===== src/rtl/cs_pkg.sv =====
package cs_pkg;
  localparam int unsigned CELL_POS = 4;
  localparam int unsigned IDX_W = 2;

  typedef struct packed {
    logic ov;
    logic ce_low;
    logic uv;
  } cell_res_t;

  typedef struct packed {
    logic any_ov;
    logic all_ce;
    logic any_uv;
  } flags_t;

  typedef enum logic [1:0] {ST_IDLE, ST_SETTLE, ST_FINAL} scan_st_t;

  localparam cell_res_t RES_NEUTRAL = '{ov: 1'b0, ce_low: 1'b1, uv: 1'b0};

  function automatic logic [CELL_POS-1:0] sel_of(input logic [IDX_W-1:0] idx);
    return {{(CELL_POS-1){1'b0}}, 1'b1} << idx;
  endfunction

  function automatic logic [IDX_W-1:0] last_idx(input logic four);
    return four ? IDX_W'(CELL_POS - 1) : IDX_W'(CELL_POS - 2);
  endfunction

  function automatic logic [CELL_POS-1:0] active_mask(input logic four);
    return four ? {CELL_POS{1'b1}} : {1'b0, {(CELL_POS-1){1'b1}}};
  endfunction

  function automatic flags_t fold(input cell_res_t [CELL_POS-1:0] r,
                                  input logic [CELL_POS-1:0] mask);
    flags_t f;
    f = '{any_ov: 1'b0, all_ce: 1'b1, any_uv: 1'b0};
    for (int i = 0; i < CELL_POS; i++) begin
      if (mask[i]) begin
        f.any_ov = f.any_ov | r[i].ov;
        f.all_ce = f.all_ce & r[i].ce_low;
        f.any_uv = f.any_uv | r[i].uv;
      end
    end
    return f;
  endfunction
endpackage


===== src/rtl/cs_period_timer.sv =====
module cs_period_timer #(
  parameter int unsigned PERIOD_TICKS = 40
) (
  input  logic clk,
  input  logic rst_n,
  input  logic tick,
  input  logic sleep,
  output logic scan_start
);
  localparam int unsigned PW = (PERIOD_TICKS > 2) ? $clog2(PERIOD_TICKS) : 1;
  localparam logic [PW-1:0] P_LAST = PW'(PERIOD_TICKS - 1);

  logic [PW-1:0] pcnt;

  assign scan_start = tick & ~sleep & (pcnt == '0);

  always_ff @(posedge clk or negedge rst_n) begin
    if (!rst_n)       pcnt <= '0;
    else if (sleep)   pcnt <= '0;
    else if (tick)    pcnt <= (pcnt == P_LAST) ? '0 : pcnt + 1'b1;
  end
endmodule


===== src/rtl/cs_scan_ctl.sv =====
module cs_scan_ctl
  import cs_pkg::*;
#(
  parameter int unsigned SETTLE_TICKS = 2
) (
  input  logic                 clk,
  input  logic                 rst_n,
  input  logic                 tick,
  input  logic                 sleep,
  input  logic                 scan_start,
  input  logic                 four_cell,
  output logic [CELL_POS-1:0]  cell_sel,
  output logic [IDX_W-1:0]     cur_idx,
  output logic                 scan_begin,
  output logic                 latch_evt,
  output logic                 finish_evt,
  output logic                 scan_four
);
  localparam int unsigned SW = (SETTLE_TICKS > 2) ? $clog2(SETTLE_TICKS) : 1;
  localparam logic [SW-1:0] S_LAST = SW'(SETTLE_TICKS - 1);

  scan_st_t       st;
  logic [SW-1:0]  scnt;
  logic           last_cell;

  assign last_cell  = (cur_idx == last_idx(scan_four));
  assign scan_begin = (st == ST_IDLE) & scan_start;
  assign latch_evt  = (st == ST_SETTLE) & tick & ~sleep & (scnt == S_LAST);
  assign finish_evt = (st == ST_FINAL) & ~sleep;
  assign cell_sel   = (st == ST_SETTLE) ? sel_of(cur_idx) : '0;

  always_ff @(posedge clk or negedge rst_n) begin
    if (!rst_n) begin
      st        <= ST_IDLE;
      scnt      <= '0;
      cur_idx   <= '0;
      scan_four <= 1'b0;
    end else if (sleep) begin
      st      <= ST_IDLE;
      scnt    <= '0;
      cur_idx <= '0;
    end else begin
      unique case (st)
        ST_IDLE: begin
          if (scan_begin) begin
            st        <= ST_SETTLE;
            scnt      <= '0;
            cur_idx   <= '0;
            scan_four <= four_cell;
          end
        end
        ST_SETTLE: begin
          if (latch_evt) begin
            scnt <= '0;
            if (last_cell) st <= ST_FINAL;
            else           cur_idx <= cur_idx + 1'b1;
          end else if (tick) begin
            scnt <= scnt + 1'b1;
          end
        end
        default: st <= ST_IDLE;
      endcase
    end
  end
endmodule


===== src/rtl/cs_result_acc.sv =====
module cs_result_acc
  import cs_pkg::*;
(
  input  logic              clk,
  input  logic              rst_n,
  input  logic              scan_begin,
  input  logic              latch_evt,
  input  logic [IDX_W-1:0]  cur_idx,
  input  logic              cmp_ov,
  input  logic              cmp_ce_low,
  input  logic              cmp_uv,
  input  logic              finish_evt,
  input  logic              scan_four,
  output flags_t            flags,
  output logic              scan_done
);
  cell_res_t [CELL_POS-1:0] scratch;

  always_ff @(posedge clk or negedge rst_n) begin
    if (!rst_n) begin
      scratch <= {CELL_POS{RES_NEUTRAL}};
    end else if (scan_begin) begin
      scratch <= {CELL_POS{RES_NEUTRAL}};
    end else if (latch_evt) begin
      scratch[cur_idx] <= '{ov: cmp_ov, ce_low: cmp_ce_low, uv: cmp_uv};
    end
  end

  always_ff @(posedge clk or negedge rst_n) begin
    if (!rst_n) begin
      flags     <= '0;
      scan_done <= 1'b0;
    end else begin
      scan_done <= finish_evt;
      if (finish_evt) flags <= fold(scratch, active_mask(scan_four));
    end
  end
endmodule


===== src/rtl/cell_scan_seq.sv =====
module cell_scan_seq
  import cs_pkg::*;
#(
  parameter int unsigned PERIOD_TICKS = 40,
  parameter int unsigned SETTLE_TICKS = 2
) (
  input  logic       clk,
  input  logic       rst_n,
  input  logic       tick,
  input  logic       sleep,
  input  logic       four_cell,
  input  logic       cmp_ov,
  input  logic       cmp_ce_low,
  input  logic       cmp_uv,
  output logic [3:0] cell_sel,
  output logic       any_ov,
  output logic       all_ce,
  output logic       any_uv,
  output logic       scan_done
);
  logic             scan_start;
  logic             scan_begin;
  logic             latch_evt;
  logic             finish_evt;
  logic             scan_four;
  logic [IDX_W-1:0] cur_idx;
  flags_t           flags;

  cs_period_timer #(.PERIOD_TICKS(PERIOD_TICKS)) u_timer (
    .clk(clk), .rst_n(rst_n), .tick(tick), .sleep(sleep), .scan_start(scan_start)
  );

  cs_scan_ctl #(.SETTLE_TICKS(SETTLE_TICKS)) u_ctl (
    .clk(clk), .rst_n(rst_n), .tick(tick), .sleep(sleep),
    .scan_start(scan_start), .four_cell(four_cell),
    .cell_sel(cell_sel), .cur_idx(cur_idx), .scan_begin(scan_begin),
    .latch_evt(latch_evt), .finish_evt(finish_evt), .scan_four(scan_four)
  );

  cs_result_acc u_acc (
    .clk(clk), .rst_n(rst_n), .scan_begin(scan_begin), .latch_evt(latch_evt),
    .cur_idx(cur_idx), .cmp_ov(cmp_ov), .cmp_ce_low(cmp_ce_low), .cmp_uv(cmp_uv),
    .finish_evt(finish_evt), .scan_four(scan_four),
    .flags(flags), .scan_done(scan_done)
  );

  assign any_ov = flags.any_ov;
  assign all_ce = flags.all_ce;
  assign any_uv = flags.any_uv;
endmodule


===== config.mk =====
export PLATFORM = sky130hd
export DESIGN_NAME = cell_scan_seq
export DESIGN_NICKNAME = d
export VERILOG_FILES = /design/src/rtl/cs_pkg.sv /design/src/rtl/cs_period_timer.sv /design/src/rtl/cs_scan_ctl.sv /design/src/rtl/cs_result_acc.sv /design/src/rtl/cell_scan_seq.sv
export SDC_FILE = /design/constraint.sdc
export NUM_CORES = 1
export LEC_CHECK = 0
export BUFFER_PORTS_ARGS = -buffer_cell sky130_fd_sc_hd__buf_2
export CORE_MARGIN = 4
export CORE_UTILIZATION = 38
export DETAILED_ROUTE_END_ITERATION = 7
export GPL_TIMING_DRIVEN = 0
export PLACE_DENSITY = 0.6
export SYNTH_ARGS = -nofsm -noshare
export SYNTH_HDL_FRONTEND = slang
export SYNTH_SLANG_ARGS = --single-unit

===== constraint.sdc =====
create_clock -name clk -period 1.95 [get_ports clk]
set_input_delay 0.195 -clock clk [delete_from_list [all_inputs] [get_ports clk]]
set_output_delay 0.195 -clock clk [all_outputs]
set_load 0.005 [all_outputs]

# After elaboration in Yosys (flattened, before gate mapping)
# Index checks and enable logic that the tools add are counted.
word_totals:
  ff_bits: 28
  input_bits: 8
  elab_cells: 96
classes:
  n_addsub: 3
  n_lt_le_gt_ge: 2
  n_eq_ne: 9
  shifts: 1
  n_mux: 33
  bitwise_logic: 17
  reduce_logical: 10
op_table:
  columns: ["operator", "count"]
  rows:
  - ["$mux W12", 2]
  - ["$mux W3", 8]
  - ["$mux W6", 3]
  - ["$mux W2", 8]
  - ["$bwmux W12", 1]
  - ["$and A1 B1 Y1", 10]
  - ["$ne A3 B3 Y1 const B", 3]
  - ["$reduce_and A3 Y1", 3]
  - ["$mux W4", 2]
  - ["$pmux W2 S2", 2]
  - ["$add A6 B1 Y6 const B", 1]
  - ["$demux W3 S2", 1]
  - ["$eq A6 B6 Y1 const B", 1]
  - ["$logic_not A6 Y1", 1]
  - ["$or A1 B1 Y1", 6]
  - ["$mux W1", 5]
  - ["$ne A4 B4 Y1 const B", 1]
  - ["$reduce_and A4 Y1", 1]
  - ["$reduce_bool A2 Y1", 2]
  - ["$shl A1 B2 Y4 const A", 1]
  - ["$lt A2 B3 Y1 const B", 1]
  - ["$ne A3 B2 Y1 const B", 1]
  - ["$reduce_bool A3 Y1", 1]
  - ["$add A2 B1 Y2 const B", 1]
  - ["other kinds (9)", 9]

# Longest topological paths before layout
# Gate-level depths: netlist of run 1.
logic_depth:
  depth_word: 11
  mapped_depth: 7
  mapped_depth_nobuf: 6

# Cells and area by module
# Synthesis of run 1 repeated with hierarchy kept, for this count alone.
unflattened:
  hier_cells: 139
  area_unflattened_um2: 1493.9
modules_own_cells:
  columns: ["module", "n_inst", "cells_each", "area_per_inst_um2", "seq_area_each_um2"]
  rows:
  - ["cs_result_acc", 1, 58, 708.2, 405.4]
  - ["cs_scan_ctl", 1, 45, 436.7, 150.1]
  - ["cs_period_timer", 1, 36, 349.1, 150.1]

# Least setup slack after synthesis of run 1
# No wires, ideal clock.
synth_path:
  path_type: "register to register"
  from: "register u_timer.pcnt[0]"
  to: "register u_ctl.cur_idx[0]"
  setup_ps: 82
  arrival_ps: 1362
  t_required_ps: 1868
  path_slack_ps: 506
  stages_incl_launch_ff: 7
  path_buffers: 0
  synth_period_minus_slack_ps: 1444
  cell_sequence: "dfrtp_1 > inv_1 > ha_1 > nor2b_1 > and3b_1 > a311o_1 > a31oi_1"
synth_via:
  elab_chain_len: 5
synth_lines:
  columns: ["item", "line_no", "text"]
  rows:
  - ["start: declaration", "cs_period_timer.sv:13", "logic [PW-1:0] pcnt;"]
  - ["start signal: assignment", "cs_period_timer.sv:20", "else if (tick) pcnt <= (pcnt == P_LAST) ? '0 : pcnt + 1'b1;"]
  - ["$logic_not A6 Y1", "cs_period_timer.sv:15", "assign scan_start = tick & ~sleep & (pcnt == '0);"]
  - ["$and A1 B1 Y1", "cs_period_timer.sv:15", null]
  - ["$and A1 B1 Y1", "cs_scan_ctl.sv:27", "assign scan_begin = (st == ST_IDLE) & scan_start;"]
  - ["$ne A3 B3 Y1 (no line)", null, null]
  - ["$reduce_and A4 Y1 (no line)", null, null]
  - ["end signal: assignment", "cs_scan_ctl.sv:56", "else cur_idx <= cur_idx + 1'b1;"]
  - ["end: declaration", "cs_scan_ctl.sv:13", "output logic [IDX_W-1:0] cur_idx,"]
# No other way between the ends.
# A chain may end at the register's enable or synchronous reset.

# Worst setup path in the final report of run 1
layout_path:
  from: "register u_ctl.st[0]"
  to: "output port cell_sel[3]"
layout_via:
  elab_chain_len: 2
layout_lines:
  columns: ["item", "line_no", "text"]
  rows:
  - ["start: declaration", "cs_scan_ctl.sv:22", "scan_st_t st;"]
  - ["start signal: assignment", "cs_scan_ctl.sv:34", "st <= ST_IDLE;"]
  - ["start signal: assignment", "cs_scan_ctl.sv:39", "st <= ST_IDLE;"]
  - ["start signal: assignment", "cs_scan_ctl.sv:46", "st <= ST_SETTLE;"]
  - ["$eq A2 B1 Y1", "cs_scan_ctl.sv:30", "assign cell_sel = (st == ST_SETTLE) ? sel_of(cur_idx) : '0;"]
  - ["$mux W4", "cs_scan_ctl.sv:30", null]
  - ["end: declaration", "cell_scan_seq.sv:15", "output logic [3:0] cell_sel,"]
# No other way between the ends.

==> results.md, run 1 <==
* GRT Util Overall at 12.5%
* Synth warnings at 0
* Kind of end point of the critical path: output pin
* Crit Path Class: flip-flop to output pin
* Ant diodes at 0
* Post-CTS resize count at 0
* Top_reg_cell synth: dfrtp_1
* Worst-path clk slew at 90 ps
* Final setup TNS at 0 ps
* Total Nets Final at 180
* Placement Cell Area at 0.00157 mm^2
* Utilization after layout at 45.1%
* HP Class: input pin to flip-flop
* Net count after synthesis at 159
* Post-synthesis cell type count at 33
* Clk buf depth at 2
* Dominant cell type by area after synthesis: dfrtp_1
* Register area share after synthesis at 49.1%
* Pleak at 0.000790 uW
* Post-synthesis area per instance at 9.91 um^2
* CP Max Fanout at 10
* Finished Layout Cells at 213
* Vias in the first global route at 1,083
* Fin crit share at 83.1%
* Wirelength, routed at 2750 um
* Setup violations, final at 0
* Row cnt at 22
* Antenna violations before repair at 0
* Clk_lat worst skew at 270 ps
* Boundary Pins at 16
* Fraction of layout cells with a size suffix above 1 at 20.0%
* Gate Count Post-Synth at 145
* Die area at 0.00483 mm^2
* Initial DRC Count at 50
* Fin crit period at 1620 ps
* Clock root cell: clkbuf_8
* Clock sinks at 28
* Clock skew at 2.73 ps
* Status: finished clean
* Hold buffer count at cts at 1
* Post-synth EDFFs at 0
* Via count at 1,091
* Starting Density at 39.2%
* Core Area at 0.00366 mm^2
* Synth Register Bits at 28
* Max H-tree Level at 1
* Final hold vios at 0
* Cts bufs inserted at 3
* Area Overhead vs Synth at 15.1%
* Placed Cells incl. Taps at 208
* Post-route cell area at 0.00165 mm^2
* CTS tree: yes
* Final max-slew violation count at 0
* DRC viols at 0
* Total setup buffers inserted after CTS at 0
* WL/cell at 12.9 um
* GRT Residual Overflow at 0
* Area contributors post-synth: dfrtp_1 42%, dfstp_2 7.3%, ha_1 5.2%, nand2_1 4.2%, nor2_1 4.2%
* Final antenna-violating net count at 0
* Yosys top cell area share at 41.8%
* CP startpoint kind: flip-flop
* First-pass GRT wire length at 4980 um
* Max-slew headroom at 58.5%
* RSZ-0062 raised after global routing: false
* Maximum vdd ir drop at 0.497 mV
* Port Buf Inserts at 15
* Vias per inst at 5.12
* Die width at 69.5 um
* Worst-Margin Slew at 623 ps
* Synth cell count leaders: 24 x dfrtp_1, 16 x nand2_1, 16 x nor2_1, 8 x a21oi_1, 8 x o22ai_1
* CP required at 1750 ps
* Maxcap violations at 0
* Mapped cell area at 0.00144 mm^2
* PD cells at 755 mW/mm^2
* Die H at 69.5 um
* Achievable Freq at 617 MHz
* Largest net degree at the start of global routing at 29
* Post-synth ARST share at 100%
* Power after layout at 1250 uW
* Drt first pass iters at 4
* Final GP Congestion at 0.805
* Post-DP HPWL at 1950 um
* Count leader, synth: dfrtp_1
* WP data arrival at 1430 ps
-- metal layers --
layer	vias to the layer above	GRT usage [%]	part of all wire, %
met1	528	15.6	47
met3	2	3.62	3.8
met5	-	0	0
li1	546	-	-
met4	0	2.60	0.69
met2	15	21.6	49
-- worst max-delay path: stages, from the launching register on --
cell	delay, ps
dfrtp_1	330
buf_2	180
nor2b_1	180
buf_2	210
and2_1	150
buf_2	110
-- metrics by stage --
| step | setup WS, ps | hold slack [ps] |
|---|---|---|
| 3_5_place_dp | 411 | 249 |
| 4_1_cts | 331 | 156 |
| 3_3_place_gp | 428 | 247 |
| 2_1_floorplan | 506 | -101 |
| 5_1_grt | 212 | 155 |
| 6_report | 329 | 165 |
-- kinds of logic after synthesis --
logic type | share of synthesized area, %
AOI/OAI and AO/OA | 11.5
xor gates and xnor gates | 2.44
adders and majority gates | 5.23
buffers and inverters | 4.97
DFF | 49.1
muxes | 3.66
and+or+nand+nor | 23.1
-- area by class of cell --
cell class,instances,area (um^2)
plain buffers,6,45.0
clock buffers,3,41.3
clock inverters,1,30.0
fillers,358,2010
inverters,7,26.3
multi-input cells,104,659
flip-flops and latches,28,706
well taps,48,60.1
repair buffers,16,85.1
-- cell usage in the layout (no fill, tap or decap) --
master,instances
buf_6,2
and3b_1,2
bufinv_16,1
nand3_1,7
nor2b_1,3
a311o_1,2
inv_1,7
dlygate4sd3_1,1
nor3b_1,1
buf_2,18
mux2i_1,3
xnor2_1,2
and3_1,1
and2_1,4
o21ai_0,2
clkbuf_8,3
a31oi_1,3
nor3_1,1
nand2b_1,5
o22ai_1,8
nor4_1,1
or3b_1,1
nor4b_4,1
mux2_2,2
dfstp_2,4
and3_2,1
xor2_1,2
nor2_1,16
dfrtp_1,24
clkbuf_4,1
nand2_1,16
nand4_1,3
ha_1,6
a21oi_1,8
a41oi_1,1
a2111oi_0,2
-- state kept, by name (all words and copies together), names as in the netlist --
name	flops
u_ctl.cur_idx	2
u_timer.pcnt	6
u_acc.flags	3
u_acc.scratch	12
u_ctl.st	2
u_acc.scan_done	1
u_ctl.scnt	1
u_ctl.scan_four	1
-- where the power goes --
group	switching, uW	internal (uW)
Sequential	32.4	605
Clock	177	275
Combinational	83.4	74.4
-- path summary, 6_finish.rpt --
| path | to | from | cells after the start | slack (ps) |
|---|---|---|---|---|
| setup / recovery | cell_sel[3] | u_ctl.st[0]$_DFFE_PN0P_ | 5 | 330 |
| max in group asynchronous | u_ctl.cur_idx[1]$_DFFE_PN0P_ | rst_n | 2 | 1080 |
| min in group asynchronous | u_acc.scratch[6]$_DFFE_PN0P_ | rst_n | 2 | 460 |
| hold reg to reg | u_acc.flags[1]$_DFFE_PN0P_ | u_acc.flags[1]$_DFFE_PN0P_ | 1 | 510 |
| setup reg to reg | u_ctl.cur_idx[0]$_DFFE_PN0P_ | u_timer.pcnt[0]$_DFFE_PN0N_ | 6 | 380 |
| hold / removal | u_ctl.scan_four$_DFFE_PN0P_ | four_cell | 2 | 160 |
(Power assumes the default switching activity.)
==> run 2: changes to the inputs <==
Settings changed: ABC_AREA set to 1.
Clock period 1.95 ns to 1.5 ns, I/O delays scaled along.
==> run 2 against run 1 <==
Routed wire length increased by 7.9%. Clock power increased by 32%. Die area grew 0.23%. Largest cell class unchanged.
==> results.md, run 2 <==
* Crit-path cells: inv_2 -> ha_1 -> inv_1 -> nor2_2 -> buf_2
* CP required at 1350 ps (-400 ps)
* R2r setup slk at 110 ps (-270 ps)
* R2R Path End: u_acc.scratch[9]$_DFFE_PN0P_
* Buf+Inv Stages, Crit Path at 3 (unchanged)
* CP Max Fanout at 6 (-4)
* Count leader, synth: nand2_1
* Starting Density at 39.3% (+0.10 points)
* Wirelength, routed at 2960 um (+7.9%)
* Crit path largest cell delay at 460 ps (+130 ps)
* CTS tree: yes
* Yosys top cell area share at 41.7% (-0.11 points)
* GRT Residual Overflow at 0 (unchanged)
* First-pass GRT wire length at 5180 um (+4.0%)
* Most common cell after layout, fill and taps aside: nand2_1
* Port Buf Inserts at 15 (unchanged)
* Hold path endpoint: u_timer.pcnt[2]$_DFFE_PN0N_
* Sw frac at 27.0% (+3.5 points)
* Drt first pass iters at 6 (+2)
* Fraction of layout cells with a size suffix above 1 at 23.3% (+3.3 points)
* Net count after synthesis at 191 (+20%)
* Die area at 0.00484 mm^2 (+0.23%)
* Max H-tree Level at 1 (unchanged)
* Clock power frac at 32.4% (-3.8 points)
* Clock sinks at 28 (unchanged)
* Area Overhead vs Synth at 18.4%
* Post-route cell area at 0.00171 mm^2 (+3.2%)
* Gate Count Post-Synth at 177 (+22%)
* Hold depth at 2 (unchanged)
* Crit path max-delay cell type: dfrtp_2
* Total Nets Final at 217 (+21%)
* Antenna violations before repair at 0 (unchanged)
* Hold Slack at 98.5 ps (-66.2 ps)
* Largest net degree at the start of global routing at 29 (unchanged)
* Vias per inst at 4.79 (-6.4%)
* CP startpoint kind: flip-flop
* Final GP Congestion at 0.852 (+5.9%)
* Final hold vios at 0 (unchanged)
* Seq pwr share at 48.8% (-2.3 points)
* Ant diodes at 0 (unchanged)
* Die width at 69.6 um (+0.12%)
* Clk buf depth at 2 (unchanged)
* Post-DP HPWL at 2180 um (+12%)
* Final antenna-violating net count at 0 (unchanged)
* Fill cells at 367 (+2.5%)
* Cts bufs inserted at 3 (unchanged)
* Setup violations, final at 0 (unchanged)
* Worst-path clk slew at 100 ps (about the same)
* Area contributors post-synth: dfrtp_1 42%, nand2_1 9.4%, inv_1 8.1%, dfstp_2 7.3%, ha_1 5.2%
* Worst R2R Path Depth at 8 (+2)
* Post-synthesis area per instance at 8.14 um^2 (-18%)
* DRC viols at 0 (unchanged)
* Placement Cell Area at 0.00158 mm^2 (+0.24%)
* Maxcap violations at 0 (unchanged)
* Max-slew headroom at 58.0% (-0.50 points)
* Worst r2r src: u_timer.pcnt[0]$_DFFE_PN0N_
* Pint at 1350 uW (+41%)
* Crit Path Class: flip-flop to output pin
* Hold path start: sleep
* Maximum vdd ir drop at 0.531 mV (+6.7%)
* Status: finished clean
* Synth Register Bits at 28 (unchanged)
* Initial DRC Count at 45 (-10%)
* Top_reg_cell synth: dfrtp_1
* Achievable Freq at 713 MHz
* Max reg flops at 12 (unchanged)
* Synth warnings at 0 (unchanged)
* Clock skew at 1.86 ps (-0.872 ps)
* Die H at 69.6 um (+0.12%)
* PD cells at 1080 mW/mm^2 (+43%)
* Synth cell count leaders: 36 x nand2_1, 31 x inv_1, 24 x dfrtp_1, 16 x nor2_1
* Core Area at 0.00366 mm^2 (unchanged)
* CP top delay family: flip-flops
* Register area share after synthesis at 49.0% (-0.13 points)
* Fin crit share at 93.5%
* Via count at 1,198 (+9.8%)
* Mapped cell area at 0.00144 mm^2 (+0.26%)
* Dominant cell type by area after synthesis: dfrtp_1
* Biggest regs: u_acc.scratch: 12 flops, u_timer.pcnt: 6 flops, u_acc.flags: 3 flops
* Post-synthesis cell type count at 25 (-24%)
* Vias in the first global route at 1,108 (+2.3%)
* Top reg by flops: u_acc.scratch
* GRT Util Overall at 13.2% (+0.67 points)
* Clk_lat worst skew at 270 ps (about the same)
* WL/cell at 11.8 um (-8.1%)
* Row cnt at 22 (unchanged)
* Clock root cell: clkbuf_8
* Worst-Margin Slew at 630 ps (+7.52 ps)
* Post-synth EDFFs at 0 (unchanged)
* WP data arrival at 1250 ps (-180 ps)
* Fin crit period at 1400 ps
* Boundary Pins at 16 (unchanged)
* Pleak at 0.000876 uW (+11%)
* Most frequent cells in the layout: 36 x nand2_1, 30 x inv_1, 21 x dfrtp_1, 15 x nor2_1, 15 x buf_2
* Final max-slew violation count at 0 (unchanged)
* P_sw at 499 uW (+70%)
* Post-synth ARST share at 100% (unchanged)
* Kind of end point of the critical path: output pin
* Logic pwr share at 18.8% (+6.2 points)
* HP Class: input pin to flip-flop
==> run 2: stage by stage <==
step	utilization, %	cells	worst slack, ps	setup TNS [ps]	power (uW)
CTS	45.2	245	40.9	0	1840
detailed placement	43.0	240	85.1	0	1240
global placement	43.0	240	118	0	1240
floorplan	-	177	257	0	1110
finish	46.6	250	97.2	0	1850
global route	46.6	250	-12.9	-27.6	1970
==> run 2: cells by family (layout without fill, tap and decap cells) <==
kind of cell | count (synthesis) | in the layout | synth area share [%]
simple gates | 81 | 81 | 25.2
compound gates | 27 | 27 | 10.9
buf+inv | 35 | 60 | 9.64
fa+ha+maj | 6 | 6 | 5.21
flops | 28 | 28 | 49.0
==> run 2: layout make-up <==
type	count	area, um^2	area share, %
sequential	28	709	41.6
multi-input combinational	114	603	35.4
inverter	34	128	7.48
timing repair buffer	21	123	7.19
tap	48	60.1	3.52
clock buffer	3	41.3	2.42
clock inverter	1	30.0	1.76
buffer	1	11.3	0.660
==> run 2: how the worst max path moves through the flow <==
stage | slack, ps | end | startpoint | depth (start not counted)
floorplan | 260 | u_ctl.cur_idx[0]$_DFFE_PN0P_ | u_timer.pcnt[0]$_DFFE_PN0N_ | 9
global placement | 120 | u_ctl.cur_idx[1]$_DFFE_PN0P_ | u_timer.pcnt[0]$_DFFE_PN0N_ | 9
detailed placement | 90 | u_ctl.cur_idx[0]$_DFFE_PN0P_ | u_timer.pcnt[0]$_DFFE_PN0N_ | 9
CTS | 40 | cell_sel[2] | u_ctl.cur_idx[0]$_DFFE_PN0P_ | 5
global route | -10 | u_ctl.cur_idx[0]$_DFFE_PN0P_ | u_timer.pcnt[1]$_DFFE_PN0N_ | 9
finish | 100 | cell_sel[2] | u_ctl.cur_idx[0]$_DFFE_PN0P_ | 5
==> run 2: power by group through the flow <==
stage                     Clock (uW)  Combinational [uW]  Sequential, uW
after global placement             0                 322             914
final                            597                 347             901
after CTS                        615                 328             901
after floorplan                    0                 205             907
after global routing             647                 406             915
after detailed placement           0                 324             915
==> run 2: routing by layer <==
metal  share of wire, %  GRT usage (%)
met1                 50           19.3
met2                 44           19.3
met3                4.7           2.75
met4                1.3           4.56
met5                  0              0
==> run 2: timing repair <==
action / in CTS / in global routing
endpoints found under the hold margin: 24 / 0
setup buffers: 0 / 5
endpoints found under the setup margin: 0 / 9
gates resized for setup: 0 / 6
hold buffers: 1 / 0
==> run 3: changes to the inputs <==
--- a/config.mk
+++ b/config.mk
@@ -10,4 +10,5 @@
 export CORE_MARGIN = 4
 export CORE_UTILIZATION = 38
+export CTS_BUF_LIST = sky130_fd_sc_hd__clkbuf_4
 export DETAILED_ROUTE_END_ITERATION = 7
 export GPL_TIMING_DRIVEN = 0
==> constraint.sdc (replaced) <==
create_clock -name clk -period 1.4 [get_ports clk]
set_input_delay 0.35 -clock clk [delete_from_list [all_inputs] [get_ports clk]]
set_output_delay 0.35 -clock clk [all_outputs]
set_load 0.005 [all_outputs]
==> run 3 against run 2 <==
The flow now finishes with violations (setup timing). Core utilization rose by 7.9 points. Sequential power rose by 8.0%. Flip-flop and latch count did not move. Power rose by 12%. Non-clock buffer count rose by 9. Worst setup slack got worse by 400 ps. Critical path depth did not move. Cell count rose by 3.6%. Critical path type unchanged. Critical endpoint is now cell_sel[0]. Largest cell class is now multi-input gates.
==> results.md, run 3 (synthesis results as in run 2) <==
* Status: complete, but fails checks
* Failing checks: setup timing
* Final antenna-violating net count at 0 (unchanged)
* Drt first pass iters at 4 (-2)
* Crit path from: u_ctl.cur_idx[0]$_DFFE_PN0P_
* Most frequent cells in the layout: 27 x inv_1, 24 x nand2_1, 22 x dfrtp_1, 15 x buf_2
* Wirelength, routed at 3430 um (+16%)
* Initial DRC Count at 38 (-16%)
* Clock skew at 16.7 ps (+14.8 ps)
* Port Buf Inserts at 15 (unchanged)
* Via count at 1,238 (+3.3%)
* Biggest regs: u_acc.scratch: 12 flops, u_timer.pcnt: 6 flops, u_acc.flags: 3 flops
* Area Overhead vs Synth at 38.6%
* WP data arrival at 1350 ps (+100 ps)
* Final setup TNS at -1130 ps (-1130 ps)
* WL/cell at 13.2 um (+12%)
* Max reg flops at 12 (unchanged)
* GRT Util Overall at 13.8% (+0.58 points)
* Pleak at 0.000961 uW (+9.7%)
* CP startpoint kind: flip-flop
* Cts bufs inserted at 3 (unchanged)
* Row cnt at 22 (unchanged)
* Seq pwr share at 47.2% (-1.6 points)
* CP Max Fanout at 5 (-1)
* Maxcap violations at 0 (unchanged)
* RSZ-0062 raised after global routing: true
* Clk_lat worst skew at 340 ps (+70 ps)
* Logic pwr share at 26.2% (+7.4 points)
* Final GP Congestion at 0.852 (unchanged)
* Fin crit period at 1700 ps
* Final hold vios at 0 (unchanged)
* Clock root cell: clkbuf_4
* Worst-Margin Slew at 652 ps (+21.9 ps)
* Vias per inst at 4.78 (-0.25%)
* Worst-path clk slew at 170 ps (+70 ps)
* Most common cell after layout, fill and taps aside: inv_1
* HP Class: input pin to asynchronous set/reset pin
* Crit Path Class: flip-flop to output pin
* PD cells at 1030 mW/mm^2 (-4.5%)
* Utilization after layout at 54.5% (+7.9 points)
* Die width at 69.6 um (unchanged)
* Clk buf depth at 2 (unchanged)
* CP required at 1050 ps (-300 ps)
* DP Worst Slack at -39.0 ps (-124 ps)
* R2R Path End: u_acc.scratch[4]$_DFFE_PN1P_
* Ant diodes at 0 (unchanged)
* CTS tree: yes
* Antenna violations before repair at 0 (unchanged)
* GRT Residual Overflow at 0 (unchanged)
* Maximum vdd ir drop at 0.418 mV (-21%)
* Fraction of layout cells with a size suffix above 1 at 42.7% (+19 points)
* Final max-slew violation count at 0 (unchanged)
* Largest net degree at the start of global routing at 29 (unchanged)
* P_sw at 629 uW (+26%)
* Vias in the first global route at 1,158 (+4.5%)
* Achievable Freq at 588 MHz
* Worst R2R Path Depth at 8 (unchanged)
* Pint at 1430 uW (+6.4%)
* Setup violations, final at 12 (+12)
* Hold Slack at 7.78 ps (-90.7 ps)
* Clock power frac at 26.6% (-5.8 points)
* Total Nets Final at 226 (+4.1%)
* Top reg by flops: u_acc.scratch
* Max H-tree Level at 1 (unchanged)
* Core Area at 0.00366 mm^2 (unchanged)
* Max-slew headroom at 56.5% (-1.5 points)
* Die H at 69.6 um (unchanged)
* Setup slack after layout at -301 ps (-398 ps)
* Clock sinks at 28 (unchanged)
* Starting Density at 39.3% (unchanged)
* DRC viols at 0 (unchanged)
* Kind of end point of the critical path: output pin
* Sw frac at 30.5% (+3.5 points)
* Post-DP HPWL at 2180 um (unchanged)
* R2r setup slk at -20 ps (-130 ps)
* Worst r2r src: u_ctl.st[0]$_DFFE_PN0P_
* First-pass GRT wire length at 5400 um (+4.3%)
* Die area at 0.00484 mm^2 (unchanged)
* Boundary Pins at 16 (unchanged)
* Fin crit share at 121%
## run 3: cell count changes in the layout (fill, tap and decap cells not counted), moves of 4 or more
cell | previous run | this run
buf_4 | 5 | 12
nand2_1 | 36 | 24
nand2_2 | 2 | 8
nand2_4 | 1 | 5
nand3_1 | 9 | 3
nand3_2 | 0 | 4
nor2_4 | 0 | 5
o22ai_1 | 7 | 3
o22ai_2 | 0 | 4
## run 3: repair_timing
action / 4_1_cts / 5_1_grt
gates cloned: 1 / 0
pin swaps: 7 / 15
endpoints found under the setup margin: 11 / 22
gates resized for setup: 19 / 47
setup buffers: 10 / 6
hold buffers: 0 / 0
## run 3: layout make-up
class / instances / area [um^2]
buffer: 1 / 15.0
clock buffer: 3 / 22.5
clock inverter: 1 / 30.0
fill: 338 / 1670
inverter: 34 / 130
multi-input combinational: 114 / 831
sequential: 28 / 708
tap: 48 / 60.1
timing repair buffer: 30 / 199
## run 3: how the worst max path moves through the flow
stage                                    to  cells past startpoint
6_report                        cell_sel[0]                      5
5_1_grt                         cell_sel[0]                      5
4_1_cts                         cell_sel[1]                      5
3_5_place_dp   u_acc.scratch[9]$_DFFE_PN0P_                      7
3_3_place_gp     u_acc.flags[0]$_DFFE_PN0P_                      6
2_1_floorplan  u_ctl.cur_idx[0]$_DFFE_PN0P_                      9
## run 3: stage by stage
stage	cells	cell area, um^2	total power [uW]
after floorplan	177	1440	1190
after global placement	240	1580	1320
after detailed placement	240	1580	1330
after CTS	255	1760	1960
after global routing	259	2000	2180
final	259	2000	2060
## run 3: worst max-delay path: stages (launching register included)
cell	delay, ps
dfrtp_2	490
inv_4	100
ha_4	120
inv_1	40
nor2_2	130
buf_2	140
## run 3: power by group through the flow
stage	clock network, uW	logic, uW	registers, uW
finish	548	541	973
global route	585	609	985
CTS	556	436	963
detailed placement	0	347	981
global placement	0	345	980
floorplan	0	220	972
## run 3: layer usage
metal | vias to the layer above | wire [um] | global-route usage [%]
met4 | 0 | 24 | 4.77
met3 | 2 | 96 | 2.32
met1 | 586 | 1650 | 19.8
met2 | 11 | 1660 | 20.9
met5 | - | 0 | 0
li1 | 639 | - | -
